$ cat src/rtl/sinc_pkg.sv
package sinc_pkg;

  // The window length is 2^(code + RATIO_L2_BASE) for valid codes.
  localparam int unsigned RATIO_L2_BASE = 2;

  // Maps the raw order field into the supported order range.
  function automatic int unsigned clamp_order(input int unsigned f, input int unsigned max_ord);
    if (f == 0) return 1;
    if (f > max_ord) return max_ord;
    return f;
  endfunction

  // Ratio code zero, or any code above the top valid one, means pass-through.
  function automatic bit ratio_off(input int unsigned code, input int unsigned max_code);
    return (code == 0) || (code > max_code);
  endfunction

  function automatic int unsigned ratio_log2(input int unsigned code);
    return code + RATIO_L2_BASE;
  endfunction

endpackage

$ cat src/rtl/sinc_integ.sv
module sinc_integ #(
  parameter int STAGES = 5,
  parameter int W      = 42
) (
  input  logic                           clk,
  input  logic                           rst_n,
  input  logic                           clr,
  input  logic                           en,
  input  logic                           bit_in,
  input  logic [$clog2(STAGES+1)-1:0]    order,
  output logic [W-1:0]                   tap
);
  logic [W-1:0] acc [STAGES];
  logic [W-1:0] nxt [STAGES];
  logic [W-1:0] step;

  assign step = bit_in ? W'(1) : {W{1'b1}};

  // Chained sums: every stage sees the freshly updated value of the one before it.
  always_comb begin
    nxt[0] = acc[0] + step;
    for (int k = 1; k < STAGES; k++) nxt[k] = acc[k] + nxt[k-1];
  end

  always_ff @(posedge clk or negedge rst_n) begin
    if (!rst_n) begin
      for (int k = 0; k < STAGES; k++) acc[k] <= '0;
    end else if (clr) begin
      for (int k = 0; k < STAGES; k++) acc[k] <= '0;
    end else if (en) begin
      for (int k = 0; k < STAGES; k++) acc[k] <= nxt[k];
    end
  end

  always_comb begin
    tap = acc[0];
    for (int k = 1; k < STAGES; k++)
      if (int'(order) == k + 1) tap = acc[k];
  end

  // a flush leaves the selected running sum at zero.
  p_integ_flush_r5: assert property (@(posedge clk) disable iff (!rst_n)
    clr |=> (tap == '0));

endmodule

$ cat src/rtl/sinc_comb.sv
module sinc_comb #(
  parameter int STAGES = 5,
  parameter int W      = 42
) (
  input  logic                           clk,
  input  logic                           rst_n,
  input  logic                           clr,
  input  logic                           en,
  input  logic [$clog2(STAGES+1)-1:0]    order,
  input  logic [W-1:0]                   din,
  output logic [W-1:0]                   dout
);
  logic [W-1:0] dly [STAGES];
  logic [W-1:0] stg [STAGES+1];

  // Stages at or above the order pass their input straight through.
  always_comb begin
    stg[0] = din;
    for (int k = 0; k < STAGES; k++)
      stg[k+1] = (k < int'(order)) ? (stg[k] - dly[k]) : stg[k];
    dout = stg[STAGES];
  end

  always_ff @(posedge clk or negedge rst_n) begin
    if (!rst_n) begin
      for (int k = 0; k < STAGES; k++) dly[k] <= '0;
    end else if (clr) begin
      for (int k = 0; k < STAGES; k++) dly[k] <= '0;
    end else if (en) begin
      for (int k = 0; k < STAGES; k++)
        if (k < int'(order)) dly[k] <= stg[k];
    end
  end

  // a flush leaves the first and last delay registers at zero.
  p_comb_flush_r5: assert property (@(posedge clk) disable iff (!rst_n)
    clr |=> (dly[0] == '0 && dly[STAGES-1] == '0));

  // without a window tick the first delay register holds its value.
  p_comb_hold_r4: assert property (@(posedge clk) disable iff (!rst_n)
    (!en && !clr) |=> $stable(dly[0]));

endmodule

$ cat src/rtl/sinc_decim.sv
module sinc_decim
  import sinc_pkg::*;
#(
  parameter int CHAN_ID   = 0,
  parameter int CH_W      = 2,
  parameter int MAX_ORD   = 5,
  parameter int MAX_CODE  = 6,
  parameter int OUT_W     = 24,
  parameter int CFG_W     = 4,
  parameter int RST_ORDER = 3
) (
  input  logic             clk,
  input  logic             rst_n,
  input  logic             pdm_bit,
  input  logic             pdm_vld,
  input  logic [CFG_W-1:0] cfg_order,
  input  logic [CFG_W-1:0] cfg_ratio,
  output logic [OUT_W-1:0] pcm_data,
  output logic             pcm_vld,
  output logic [CH_W-1:0]  pcm_ch
);
  localparam int MAX_L = MAX_CODE + int'(RATIO_L2_BASE);
  localparam int ACC_W = MAX_ORD * MAX_L + 2;
  localparam int CNT_W = MAX_L;
  localparam int ORD_W = $clog2(MAX_ORD + 1);
  localparam logic [OUT_W-1:0] FS_POS = {1'b0, {(OUT_W-1){1'b1}}};
  localparam logic [OUT_W-1:0] FS_NEG = {1'b1, {(OUT_W-1){1'b0}}};
  localparam logic [OUT_W-1:0] BY_NEG = {1'b1, {(OUT_W-2){1'b0}}, 1'b1};
  localparam logic signed [ACC_W-1:0] LIM_POS = ACC_W'((64'sd1 <<< (OUT_W-1)) - 64'sd1);
  localparam logic signed [ACC_W-1:0] LIM_NEG = -LIM_POS - ACC_W'(1);

  // Puts the full-precision value on the 24-bit grid and clips it.
  function automatic logic [OUT_W-1:0] fit(input logic signed [ACC_W-1:0] v, input int unsigned nl);
    logic signed [ACC_W-1:0] s;
    if (nl >= OUT_W - 1) s = v >>> (nl - (OUT_W - 1));
    else                 s = v <<< ((OUT_W - 1) - nl);
    if (s > LIM_POS) return FS_POS;
    if (s < LIM_NEG) return FS_NEG;
    return s[OUT_W-1:0];
  endfunction

  logic [CFG_W-1:0] ord_q, code_q;
  logic [CNT_W-1:0] cnt, win_mask;
  logic [ORD_W-1:0] ord_eff, skip_cnt;
  logic             byp, cfg_chg, in_take, filt_take, win_last, dec_tick;
  logic [ACC_W-1:0] integ_tap, comb_out;
  int unsigned      l2, nl;

  // Named internal events, brought out for the assertions below.
  assign cfg_chg   = (cfg_order != ord_q) || (cfg_ratio != code_q);
  assign in_take   = pdm_vld && !cfg_chg;
  assign byp       = ratio_off(int'(code_q), MAX_CODE);
  assign filt_take = in_take && !byp;
  assign ord_eff   = ORD_W'(clamp_order(int'(ord_q), MAX_ORD));
  assign l2        = byp ? 0 : ratio_log2(int'(code_q));
  assign nl        = int'(ord_eff) * l2;
  assign win_mask  = CNT_W'((32'd1 << l2) - 32'd1);
  assign win_last  = (cnt == win_mask);
  assign pcm_ch    = CH_W'(CHAN_ID);

  sinc_integ #(.STAGES(MAX_ORD), .W(ACC_W)) i_integ (
    .clk(clk), .rst_n(rst_n), .clr(cfg_chg), .en(filt_take),
    .bit_in(pdm_bit), .order(ord_eff), .tap(integ_tap));

  sinc_comb #(.STAGES(MAX_ORD), .W(ACC_W)) i_comb (
    .clk(clk), .rst_n(rst_n), .clr(cfg_chg), .en(dec_tick && !cfg_chg),
    .order(ord_eff), .din(integ_tap), .dout(comb_out));

  always_ff @(posedge clk or negedge rst_n) begin
    if (!rst_n) begin
      ord_q    <= CFG_W'(RST_ORDER);
      code_q   <= '0;
      cnt      <= '0;
      dec_tick <= 1'b0;
      skip_cnt <= ORD_W'(RST_ORDER);
      pcm_vld  <= 1'b0;
      pcm_data <= '0;
    end else begin
      ord_q   <= cfg_order;
      code_q  <= cfg_ratio;
      pcm_vld <= 1'b0;
      if (cfg_chg) begin
        cnt      <= '0;
        dec_tick <= 1'b0;
        skip_cnt <= ORD_W'(clamp_order(int'(cfg_order), MAX_ORD));
      end else begin
        dec_tick <= filt_take && win_last;
        if (filt_take) cnt <= win_last ? '0 : cnt + CNT_W'(1);
        if (in_take && byp) begin
          pcm_vld  <= 1'b1;
          pcm_data <= pdm_bit ? FS_POS : BY_NEG;
        end
        if (dec_tick) begin
          if (skip_cnt != '0) skip_cnt <= skip_cnt - ORD_W'(1);
          else begin
            pcm_vld  <= 1'b1;
            pcm_data <= fit($signed(comb_out), nl);
          end
        end
      end
    end
  end

  // a window tick only follows an accepted bit.
  p_tick_after_bit_r4: assert property (@(posedge clk) disable iff (!rst_n)
    dec_tick |-> $past(in_take));

  // the bit counter never runs past the window length.
  p_count_in_window_r4: assert property (@(posedge clk) disable iff (!rst_n)
    (cnt <= win_mask) || cfg_chg);

  // a withheld window produces no strobe.
  p_skip_silent_r5: assert property (@(posedge clk) disable iff (!rst_n)
    (dec_tick && skip_cnt != '0 && !cfg_chg) |=> !pcm_vld);

  // in pass-through every accepted bit is echoed on the next cycle.
  p_bypass_echo_r6: assert property (@(posedge clk) disable iff (!rst_n)
    (in_take && byp) |=> pcm_vld);

endmodule

$ cat config.mk
export PLATFORM = sky130hd
export DESIGN_NAME = sinc_decim
export DESIGN_NICKNAME = d
export VERILOG_FILES = /design/src/rtl/sinc_pkg.sv /design/src/rtl/sinc_integ.sv /design/src/rtl/sinc_comb.sv /design/src/rtl/sinc_decim.sv
export SDC_FILE = /design/constraint.sdc
export NUM_CORES = 2
export LEC_CHECK = 0
export BUFFER_PORTS_ARGS = -buffer_cell sky130_fd_sc_hd__buf_4
export CORE_UTILIZATION = 65
export CTS_CLUSTER_SIZE = 24
export DETAILED_ROUTE_END_ITERATION = 8
export PLACE_DENSITY = 0.81
export RECOVER_POWER = 100
export SKIP_CTS_REPAIR_TIMING = 1
export SYNTH_ARGS = -nofsm -noshare
export SYNTH_HDL_FRONTEND = slang
export SYNTH_HIERARCHICAL = 1
export SYNTH_SLANG_ARGS = --single-unit
$ cat constraint.sdc
create_clock -name clk -period 16.3 [get_ports clk]
set_input_delay 0.815 -clock clk [delete_from_list [all_inputs] [get_ports clk]]
set_output_delay 0.815 -clock clk [all_outputs]
set_load 0.005 [all_outputs]
## After elaboration in Yosys (flattened, before gate mapping)

Cells that the tools add are included.

| word-level totals | value |
|---|---|
| register bits after elaboration | 465 |
| bits of input ports | 12 |

| cells by class | value |
|---|---|
| $add $sub $neg | 16 |
| $mul | 1 |
| order comparisons | 11 |
| equality and inequality tests | 7 |
| shift operators | 3 |
| multiplexer cells | 68 |
| reduce and logical (&&, ||, !) cells | 28 |

Operator list:

| kind | number |
|---|---|
| $mux 210 | 4 |
| $mux 42 | 19 |
| $add 42x42->42 | 5 |
| $sub 42x42->42 | 5 |
| $mux 24 | 8 |
| $gt 42x24->1 const B | 1 |
| $lt 42x24->1 const B | 1 |
| $sshl 42x32->42 | 1 |
| $sshr 42x32->42 | 1 |
| $mux 3 | 9 |
| $mux 1 | 24 |
| $mux 8 | 3 |
| $reduce_bool 2->1 | 9 |
| $eq 3x3->1 const B | 4 |
| $gt 4x3->1 const B | 3 |
| $logic_not 4->1 | 3 |
| $reduce_and 2->1 | 6 |
| $sub 5x8->9 const A | 1 |
| $sub 8x5->9 const B | 1 |
| $add 8x1->8 const B | 1 |
| $eq 8x8->1 | 1 |
| $ge 8x5->1 const B | 1 |
| $mul 3x5->8 | 1 |
| $ne 4x4->1 | 2 |
| other kinds (12) | 20 |

## Depth between registers and ports, before layout

| logic depth | value |
|---|---|
| depth in word-level cells | 38 |
| mapped depth | 80 |
| depth with buffers taken out | 76 |

## Modules after synthesis

Netlist, hierarchy kept.

By module, submodules not included:

| module | instances | cells each | area an instance (µm²) | sequential area each (µm²) |
|---|---|---|---|---|
| sinc_comb | 1 | 2,825 | 21,949.8 | 5,255.0 |
| sinc_integ | 1 | 2,554 | 20,980.1 | 5,255.0 |
| sinc_decim | 1 | 1,339 | 9,800.6 | 1,131.1 |

## Least setup slack after synthesis

No wires, ideal clock.

| timing | value |
|---|---|
| path type | flip-flop to flip-flop |
| start | reg ord_q[1] |
| end | reg pcm_data[6] |
| setup time | 0.127 ns |
| arrival time | 13.456 ns |
| data required time | 16.173 ns |
| path slack | 2.717 ns |
| stages on the path, launching flop included | 71 |
| path buffers | 6 |
| clock period less this slack | 13.583 ns |
| cells stage by stage | dfstp_2 -> xor2_1 -> nand2_1 -> buf_1 -> buf_1 -> mux2i_1 -> o22ai_1 -> a21oi_1 -> o22ai_1 -> ha_1 -> nor2b_1 -> o2111ai_1 -> a31oi_1 -> o32ai_1 -> o21bai_1 -> a21bo_2 -> a31oi_1 -> mux2i_1 -> (+35 left out) -> or4_1 -> a21o_1 -> o211ai_1 -> xnor2_1 -> nand2_1 -> xor2_1 -> clkbuf_1 -> clkbuf_1 -> o31ai_2 -> a31oi_1 -> a2111oi_1 -> o211ai_1 -> or3_1 -> nor4_4 -> nand4b_4 -> nand2_4 -> buf_6 -> o22ai_1 |

| on the way | value |
|---|---|
| longest elaborated chain between the ends | 35 |
| elaborated cells between the ends (all ways) | 64 |
| classes of those cells | add/sub: 7; mul: 1; order compare: 9; eq/ne: 5; shift: 2; mux: 35; reduce/logical: 5 |

RTL lines:

| item | RTL line | text |
|---|---|---|
| from (decl) | sinc_decim.sv:42 | `logic [CFG_W-1:0] ord_q, code_q;` |
| from (signal assigned) | sinc_decim.sv:71 | `ord_q <= CFG_W'(RST_ORDER);` |
| from (signal assigned) | sinc_decim.sv:79 | `ord_q <= cfg_order;` |
| $gt 4x3->1 or $logic_not 4->1 (tied branches) | sinc_pkg.sv:9, sinc_pkg.sv:8 |  |
| $mux 1, on equally long branches | sinc_pkg.sv:9, sinc_pkg.sv:8 |  |
| $mux 1 or $mux 3 (tied branches) | sinc_pkg.sv:9 | `if (f > max_ord) return max_ord;` |
| $mux 3 | sinc_pkg.sv:10 | `return f;` |
| $mux 3 (*) | sinc_pkg.sv:9 |  |
| named net ord_eff[0] | sinc_decim.sv:44 | `logic [ORD_W-1:0] ord_eff, skip_cnt;` |
| $eq 3x3->1 | sinc_integ.sv:38 | `if (int'(order) == k + 1) tap = acc[k];` |
| $mux 42 (3 in series) | sinc_integ.sv:38 |  |
| (+1 left out) | - |  |
| named net integ_tap[1] | sinc_decim.sv:46 | `logic [ACC_W-1:0] integ_tap, comb_out;` |
| (+10 left out) | - |  |
| named net comb_out[41] | sinc_decim.sv:46 |  |
| (+6 left out) | - |  |
| $mux 1 (2 in series) | sinc_decim.sv:38 | `if (s < LIM_NEG) return FS_NEG;` |
| $mux 1 | sinc_decim.sv:94 | `if (skip_cnt != '0) skip_cnt <= skip_cnt - ORD_W'(1);` |
| $mux 1 | sinc_decim.sv:93 | `if (dec_tick) begin` |
| $mux 1 | sinc_decim.sv:82 | `if (cfg_chg) begin` |
| $mux 24 | sinc_decim.sv:39 | `return s[OUT_W-1:0];` |
| $mux 24 (*) | sinc_decim.sv:38 |  |
| $mux 24 (*) | sinc_decim.sv:94 |  |
| $mux 24 (*) | sinc_decim.sv:93 |  |
| to (signal assigned) | sinc_decim.sv:91 | `pcm_data <= pdm_bit ? FS_POS : BY_NEG;` |
| to (signal assigned) | sinc_decim.sv:97 | `pcm_data <= fit($signed(comb_out), nl);` |
| to (decl) | sinc_decim.sv:18 | `output logic [OUT_W-1:0] pcm_data,` |

The timed path passes the listed nets; every way through them passes the cells marked *. The select of a mux whose other input is x is not followed.
A chain may end at the register's enable or synchronous reset.

## Worst setup path in the final report

| timing | value |
|---|---|
| start | reg ord_q[2] |
| end | reg pcm_data[11] |

| on the way | value |
|---|---|
| longest elaborated chain between the ends | 35 |
| elaborated cells between the ends (all ways) | 64 |
| classes of those cells | add/sub: 7; mul: 1; order compare: 9; eq/ne: 5; shift: 2; mux: 35; reduce/logical: 5 |

RTL lines:

| item | RTL line |
|---|---|
| $gt 4x3->1 | sinc_pkg.sv:9 |
| $mux 1 (2 in series) | sinc_pkg.sv:9 |
| $mux 3 | sinc_pkg.sv:10 |
| $mux 3 (*) | sinc_pkg.sv:9 |
| named net ord_eff[2] | sinc_decim.sv:44 |
| $eq 3x3->1 | sinc_integ.sv:38 |
| $mux 42 (3 in series) | sinc_integ.sv:38 |
| $mux 42 (*) | sinc_integ.sv:38 |
| named net integ_tap[17] | sinc_decim.sv:46 |
| (+10 left out) | - |
| named net comb_out[41] | sinc_decim.sv:46 |
| (+6 left out) | - |
| $mux 1 (2 in series) | sinc_decim.sv:38 |
| $mux 1 | sinc_decim.sv:94 |
| $mux 1 | sinc_decim.sv:93 |
| $mux 1 | sinc_decim.sv:82 |
| $mux 24 | sinc_decim.sv:39 |
| $mux 24 (*) | sinc_decim.sv:38 |
| $mux 24 (*) | sinc_decim.sv:94 |
| $mux 24 (*) | sinc_decim.sv:93 |

Marks and branches as above.

==> impl_metrics.json <==
{
  "result_of_the_run": "complete, but fails checks",
  "failed_checks": "design-rule violations, max-capacitance violations, max-slew violations",
  "violation_count_after_the_first_detailed_routing_iteration": 5689,
  "post_route_cells_drive_above_1_share": 0.0639,
  "finish.net_count": 7017,
  "worst_path_clk_slew_ns": 0.06,
  "critical_path.endpoint_type": "flip-flop",
  "syn-mean-instance-area_um2": 7.85,
  "report.final.slew_viol_count": 960,
  "placed_cells_incl_taps": 7557,
  "first_pass_iters": 9,
  "seq_total_area_yosys": 0.221,
  "globalRouteTotalUtil": 0.404,
  "antenna_found_initial": 1,
  "setup_viol_count_final": 0,
  "gr-total-overflow": 0,
  "timing.final.hold_violations": 0,
  "worst_margin_slew_ns": 5.89,
  "gp_congestion": 1.06,
  "final_critical_delay_including_setup_and_external_delays_ns": 15.71,
  "final_total_negative_setup_slack_ns": 0,
  "rows": 104,
  "tritoncts": "done",
  "cp.required_ns": 16.79,
  "die_y_um": 287,
  "slew_headroom": -2.93,
  "area_growth_pct": 5.78,
  "depth_of_the_cts_h_tree": 2,
  "max_freq_ghz": 0.0636,
  "placeableCoreArea_um2": 80400,
  "port-buffer-count": 36,
  "grt_pass1_wl_mm": 269,
  "cpMostUsedCell": "nand2_1",
  "hold_path_class": "in2reg",
  "drt-wirelength-per-cell_um": 22.3,
  "worst-setup-path-type": "reg2reg",
  "finish.cell_count_without_fillers": 7664,
  "insertion_delay_ns": 0.65,
  "synth-warning-count": 6,
  "grt_pass1_vias": 49545,
  "crit_path_top_delay_cell": "dfrtp_1",
  "drv_cap": 17,
  "timing.critical_path.from_type": "flip-flop",
  "detail_route.wirelength_mm": 171,
  "nFillCells": 6830,
  "synth_ff_type": "dfrtp_1",
  "io_count": 39,
  "crit_arrival_ns": 16.20,
  "vias_per_cell": 6.80,
  "cts_root_buffer": "clkbuf_16",
  "postSynthCellCount": 6718,
  "route.vias.total": 52097,
  "final_antenna_net_count": 0,
  "clk_path_buf_depth": 3,
  "synth_enable_flop_cells": 0,
  "cts.sink_count": 465,
  "post_synth_instance_area_um2": 52700,
  "numCtsBuffers": 56,
  "crit_path_max_fanout": 33,
  "max_stage_delay_ns": 0.52,
  "synth.lib_cells_used.distinct": 127,
  "grt_start_max_net_pins": 98,
  "dp.final_hpwl_mm": 129,
  "fp.dieArea_um2": 82300,
  "finalClockSkew_ns": 0.0401,
  "asyncSetResetFlopFracSynth": 1.00,
  "grt_setup_unrepaired": "no",
  "min_period_over_period": 0.964,
  "die-width_um": 287,
  "initial_core_util": 0.656,
  "drt_drc_violations_left": 4,
  "synth_seq_cells": 465
}
cell families after synthesis:
group                      share of synthesized area
adders and majority gates                      0.108
other                                       0.000142
and+or+nand+nor                                0.166
buffers and inverters                         0.0556
xor gates and xnor gates                      0.0676
AOI/OAI and AO/OA                              0.288
DFF                                            0.221
muxes                                         0.0941
final timing paths:
path	from	to	slack (ns)	cells past startpoint
min reg2reg	i_comb/dly[58]	i_comb/dly[58]	0.48	2
min	cfg_ratio[0]	code_q[0]	0.34	1
min in group asynchronous	rst_n	i_comb/dly[42]	2.34	1
max reg2reg	ord_q[2]	pcm_data[11]	0.59	66
max	ord_q[2]	pcm_data[11]	0.59	66
max in group asynchronous	rst_n	i_integ/acc[199]	3.34	4
sequential cells by signal, summed over array words and instances, names as in the netlist:
signal	cells
ord_q	4
i_integ/acc	210
pcm_vld	1
dec_tick	1
pcm_data	24
cnt	8
skip_cnt	3
i_comb/dly	210
code_q	4
Yosys cell counts (17+ instances only):
library cell  instances  area (um2)
nor2_1              622        2330
nor3_1              100         500
xnor2_1             265        2320
and3_1               54         338
buf_1                45         169
a31oi_1              85         532
a21boi_0             23         173
clkbuf_1            265         995
buf_2                39         195
a211oi_1             73         548
nand2b_1             49         307
a211o_1              19         166
a21oi_1             605        3030
o31ai_1              29         218
and4_1               17         149
and2_1               34         213
nor4_1               23         144
mux2i_1             389        3890
o21ai_1              49         245
nand2_1             627        2350
xor2_1              125        1090
o22ai_1              53         332
o21ai_0             408        2040
nand3b_1             17         128
ha_1                434        5430
or3_1                29         181
o211ai_1             52         390
o221ai_1             20         175
a221oi_1             24         210
nor2b_1              62         388
a22o_1              154        1350
mux4_2               22         495
nand4_1              65         407
o21a_1               77         578
dfrtp_1             461       11500
or2_2                17         106
o2111ai_1            21         184
a21o_1              283        2120
mux2_2               50         563
inv_1               379        1420
nand3_1             160         801
a31o_2               19         166
o21bai_1             60         450
cells in the final DEF, fill, tap and decap left out, types with 123 or more instances in the layout:
cell,n
a21o_1,283
a21oi_1,600
a22o_1,154
dfrtp_1,461
ha_1,433
inv_1,377
mux2i_1,387
nand2_1,624
nand3_1,160
nor2_1,615
o21ai_0,414
xnor2_1,259
xor2_1,123
per-stage QoR:
stage / hold WS [ns] / instance area [um2] / worst slack, ns / util
after floorplan: 0.443 / 52700 / 2.72 / -
after global placement: 0.458 / 53900 / 0.540 / 0.670
after detailed placement: 0.469 / 53900 / 0.282 / 0.670
after CTS: 0.246 / 55800 / 0.238 / 0.694
after global routing: 0.335 / 55800 / 0.00982 / 0.694
final: 0.340 / 55800 / 0.587 / 0.694
final cells by class:
| class | count | area (um2) | area share |
|---|---|---|---|
| Sequential cell | 465 | 11600 | 0.209 |
| Tap cell | 1060 | 1330 | 0.0238 |
| Clock inverter | 21 | 274 | 0.00491 |
| Timing Repair Buffer | 142 | 985 | 0.0177 |
| Multi-Input combinational cell | 5506 | 38400 | 0.688 |
| Clock buffer | 83 | 1710 | 0.0307 |
| Inverter | 386 | 1460 | 0.0262 |
| Antenna cell | 1 | 2.50 | 0.0000449 |
worst max-delay path: cells and delay by family (launching register included):
family / cells / cell delay [ns]
and+or+nand+nor: 26 / 5.62
AOI/OAI and AO/OA: 23 / 4.93
adders and majority gates: 5 / 1.99
buffers and inverters: 4 / 1.02
xor gates and xnor gates: 5 / 0.78
muxes: 3 / 0.61
DFF: 1 / 0.52
layer usage:
layer	wire length, um	up-vias	track usage	part of all wire
met5	0	-	0	0
met4	9360	0	0.193	0.055
met3	13900	521	0.0612	0.081
met2	78000	2440	0.663	0.46
met1	69300	24955	0.521	0.41
li1	-	24181	-	-
Power is left out: the tool's default activity adds up to more than one toggle a clock period on the data nets, which glitch-free logic cannot reach.
